--- src/rtl/dbrk_pkg.sv ---
package dbrk_pkg;
  typedef enum logic [1:0] {
    DIR_ANY    = 2'b00,
    DIR_READ   = 2'b01,
    DIR_WRITE  = 2'b10,
    DIR_EITHER = 2'b11
  } dir_sel_e;
endpackage

--- src/rtl/dbrk_range_cmp.sv ---
module dbrk_range_cmp #(
  parameter int ADDR_W = 16
) (
  input  logic [ADDR_W-1:0] addr,
  input  logic [ADDR_W-1:0] lo,
  input  logic [ADDR_W-1:0] hi,
  output logic              in_range
);
  logic above_lo, below_hi;

  always_comb begin
    above_lo = (addr >= lo);
    below_hi = (addr <= hi);
    in_range = above_lo & below_hi;
  end

  // an inverted window holds no address
  always_comb begin
    a_r3_empty_window: assert (!(lo > hi) || !in_range)
      else $error("range hit with lo > hi");
  end
endmodule

--- src/rtl/dbrk_data_cmp.sv ---
module dbrk_data_cmp #(
  parameter int DATA_W = 4
) (
  input  logic [DATA_W-1:0] data,
  input  logic [DATA_W-1:0] ref_val,
  input  logic [DATA_W-1:0] ign,
  output logic              match
);
  logic [DATA_W-1:0] bit_ok;

  generate
    for (genvar i = 0; i < DATA_W; i++) begin : g_bit
      assign bit_ok[i] = ign[i] | (data[i] == ref_val[i]);
    end
  endgenerate

  assign match = &bit_ok;

  // a fully ignored compare always matches
  always_comb begin
    a_r4_all_ignored: assert (!(&ign) || match)
      else $error("fully masked data compare failed");
  end
endmodule

--- src/rtl/dbrk_dir_cmp.sv ---
module dbrk_dir_cmp
  import dbrk_pkg::*;
(
  input  logic [1:0] sel,
  input  logic       is_write,
  output logic       dir_ok
);
  always_comb begin
    unique case (dir_sel_e'(sel))
      DIR_READ:  dir_ok = ~is_write;
      DIR_WRITE: dir_ok = is_write;
      default:   dir_ok = 1'b1;
    endcase
  end

  // the read-only setting rejects writes, and the write-only setting rejects reads
  always_comb begin
    a_r5_dir_exclusive: assert (!((sel == 2'b01 && is_write) || (sel == 2'b10 && !is_write)) || !dir_ok)
      else $error("direction term accepted a wrong direction");
  end
endmodule

--- src/rtl/dbrk_access_break.sv ---
module dbrk_access_break #(
  parameter int ADDR_W = 16,
  parameter int DATA_W = 4
) (
  input  logic              clk,
  input  logic              rst_n,
  input  logic              cfg_enable,
  input  logic [ADDR_W-1:0] cfg_addr_lo,
  input  logic [ADDR_W-1:0] cfg_addr_hi,
  input  logic [DATA_W-1:0] cfg_data_ref,
  input  logic [DATA_W-1:0] cfg_data_ign,
  input  logic [1:0]        cfg_dir,
  input  logic              acc_valid,
  input  logic [ADDR_W-1:0] acc_addr,
  input  logic [DATA_W-1:0] acc_data,
  input  logic              acc_write,
  output logic              brk_req
);
  logic addr_hit, data_hit, dir_hit, qualify;

  dbrk_range_cmp #(.ADDR_W(ADDR_W)) u_range (
    .addr(acc_addr), .lo(cfg_addr_lo), .hi(cfg_addr_hi), .in_range(addr_hit)
  );

  dbrk_data_cmp #(.DATA_W(DATA_W)) u_data (
    .data(acc_data), .ref_val(cfg_data_ref), .ign(cfg_data_ign), .match(data_hit)
  );

  dbrk_dir_cmp u_dir (
    .sel(cfg_dir), .is_write(acc_write), .dir_ok(dir_hit)
  );

  assign qualify = cfg_enable & acc_valid & addr_hit & data_hit & dir_hit;

  always_ff @(posedge clk) begin
    if (!rst_n) brk_req <= 1'b0;
    else        brk_req <= qualify;
  end

  // a qualifying access is followed by a pulse in the next cycle
  a_r6_pulse_follows: assert property (@(posedge clk) disable iff (!rst_n)
    (cfg_enable && acc_valid && addr_hit && data_hit && dir_hit) |=> brk_req)
    else $error("missing break pulse");

  // a cycle without an access raises no break
  a_r7_no_strobe: assert property (@(posedge clk) disable iff (!rst_n)
    !acc_valid |=> !brk_req)
    else $error("break without access");

  // a disarmed comparator raises no break
  a_r8_disarmed: assert property (@(posedge clk) disable iff (!rst_n)
    !cfg_enable |=> !brk_req)
    else $error("break while disabled");

  // any failing term blocks the break
  a_r9_and_terms: assert property (@(posedge clk) disable iff (!rst_n)
    !(addr_hit && data_hit && dir_hit) |=> !brk_req)
    else $error("break with a failing term");
endmodule

--- config.mk ---
export PLATFORM = sky130hd
export DESIGN_NAME = dbrk_access_break
export DESIGN_NICKNAME = d
export VERILOG_FILES = /design/src/rtl/dbrk_pkg.sv /design/src/rtl/dbrk_range_cmp.sv /design/src/rtl/dbrk_data_cmp.sv /design/src/rtl/dbrk_dir_cmp.sv /design/src/rtl/dbrk_access_break.sv
export SDC_FILE = /design/constraint.sdc
export NUM_CORES = 1
export LEC_CHECK = 0
export ABC_AREA = 1
export BUFFER_PORTS_ARGS = -buffer_cell sky130_fd_sc_hd__clkbuf_2
export CORE_MARGIN = 1.5
export CORE_UTILIZATION = 42
export CTS_CLUSTER_SIZE = 10
export DETAILED_ROUTE_END_ITERATION = 8
export GPL_TIMING_DRIVEN = 1
export PLACE_DENSITY_LB_ADDON = 0.3
export SETUP_SLACK_MARGIN = 0.1
export SYNTH_ARGS = -nofsm -noshare
export SYNTH_HDL_FRONTEND = slang
export SYNTH_SLANG_ARGS = --single-unit
--- constraint.sdc ---
create_clock -name clk -period 1.7 [get_ports clk]
set_clock_uncertainty 0.05 [all_clocks]
set_input_delay 0.34 -clock clk [delete_from_list [all_inputs] [get_ports clk]]
set_output_delay 0.34 -clock clk [all_outputs]
set_load 0.01 [all_outputs]
==> metrics.txt <==
final hold viol count 0; global-route wire length before repair 3.66 mm; GRT Resource Usage Total 16.4%; Synth warnings 0; Layout Nets 333; CP Data Arrival Time 1.34 ns; WL met2 1.09 mm; MaxCap Viol Count 0; drt drc 0; Critical Path End Type flop; # port buffers 67; Worst Hold Slack 0.683 ns; TNS Setup 0 ns; critical-path cell list clkbuf_2, inv_1, ha_1, a21oi_1, o21a_2, nand2_1, nand2_1, nand2_1, nand2_1, nor2_1; crit share post-route 88.4%; # setup viols final 0; biggest regs brk_req: 1 flops; Most flops, register brk_req; global route overflow 0; Final ANT Viol Nets 0; Synth Register Bits 1; Die H 52.1 microns; Crit Path Category in -> reg; synth-to-layout area growth 38.3%; CP top delay family compound AO/OA/AOI/OAI gates; met3 wire len 112 microns; CP bufs+invs 2; drt first-iter violations 1; routed wire length per instance 8.21 microns; Die X 52.1 microns; most common cell after layout, fill and taps aside clkbuf_2; Worst Hold Class reg -> out; Post-Syn Instances 163; Post-CTS Hold Buffers 0; initial core utilization 45.0%; final-report max-slew violation count 0; max reg flops 1; synthesized area 0.00101 sq mm; WL final 2.12 mm; maximum vdd drop 158 uV; Worst-path clk slew 0 ns; post-CTS resize count 0; Slowest-stage cell, CP ha_1; P_leak 0.942 nW; status completed; drt first pass iters 4; register area share after synthesis 1.98%; core area 0.00225 sq mm; wire length on met1 913 microns; Crit Path Max Fanout 2; Yosys cell types 20; Post-CTS Setup Bufs 0; DP Area 0.00138 sq mm; antenna violations before repair 0; Rel. slew slack 85.1%; pwr dens 227 mW/mm^2; maximum achievable frequency 0.665 GHz; CP most frequent cell nand2_1; Worst Tran Pin Value 0.221 ns; post-synthesis average cell area 6.22 sq um; startpoint class of the critical path primary input; CP peak stage delay 0.30 ns; ant diodes 0; number of I/O pins 68; syn_nets 264; RSZ-0062 raised after global routing false; dpl hpwl 2.05 mm; Top Layer Used met3; number of global-route vias before repair 1025; gpl congestion 0.771; largest net degree at the start of global routing 4; Die Area 0.00272 sq mm; via-per-instance ratio 4.43; num rows 17; layout cell share with drive strength beyond 1 33.9%; Via Count 1144; Period minus WS final 1.50 ns; Design Area, Final 0.00140 sq mm; most frequent cells in the layout clkbuf_2, inv_1, nand2_1, ha_1, a21oi_1; worst path required time 1.54 ns
==> layer usage <==
metal	vias to the layer above	track usage, %
met5	-	0
met2	32	32.3
li1	650	-
met4	0	0.877
met3	0	0.862
met1	462	20.0
==> power by group <==
part | total (mW) | internal, mW | leakage, nW | switching (mW)
clock network | 0 | 0 | 0 | 0
registers | 0.0242 | 0.0241 | 0.00806 | 0.0000392
logic | 0.294 | 0.149 | 0.934 | 0.145
total | 0.318 | 0.173 | 0.942 | 0.145
==> cells in the mapped netlist <==
library cell / number / area (sq um)
inv_1: 42 / 158
o21a_2: 1 / 8.76
nand2_1: 34 / 128
a21o_1: 1 / 7.51
nor2_4: 1 / 11.3
xnor2_1: 3 / 26.3
ha_1: 34 / 425
nor2_1: 14 / 52.6
o21bai_1: 1 / 7.51
nand3_1: 2 / 10.0
o21ai_1: 2 / 10.0
nor3_1: 1 / 5.00
dfxtp_1: 1 / 20.0
nor3_2: 1 / 10.0
nand4_1: 4 / 25.0
a21oi_1: 14 / 70.1
inv_2: 2 / 7.51
o21ai_0: 2 / 10.0
nand2_2: 2 / 12.5
a21oi_2: 1 / 8.76
==> cells by family (layout without fill, tap and decap cells) <==
logic type	after synthesis	count (layout)	share of synthesized area, %
fa+ha+maj	34	34	42.0
compound gates	22	22	12.1
xor+xnor	3	3	2.59
flops	1	1	1.98
simple gates	59	59	25.1
buf+inv	44	111	16.3
==> final timing paths <==
path                      startpoint                 end  slack [ns]  depth (start not counted)
hold / removal    brk_req$_SDFF_PN0_             brk_req        0.68                          1
setup / recovery      cfg_addr_lo[7]  brk_req$_SDFF_PN0_        0.20                         10
==> area by class of cell <==
type / instances / area [sq um]
timing repair buffer: 67 / 335
multi-input combinational: 118 / 846
tap: 28 / 35.0
sequential: 1 / 20.0
fill: 233 / 853
inverter: 44 / 165
==> through the flow <==
step                utilization (%)  instances  worst slack, ns  power (mW)
finish                         62.2        258            0.197       0.318
global route                   62.2        258            0.103       0.371
CTS                            61.4        258            0.189       0.316
detailed placement             61.4        258            0.194       0.314
global placement               61.4        258            0.234       0.308
floorplan                         -        163            0.400       0.197
No activity file was read; power rests on OpenSTA's default activity.
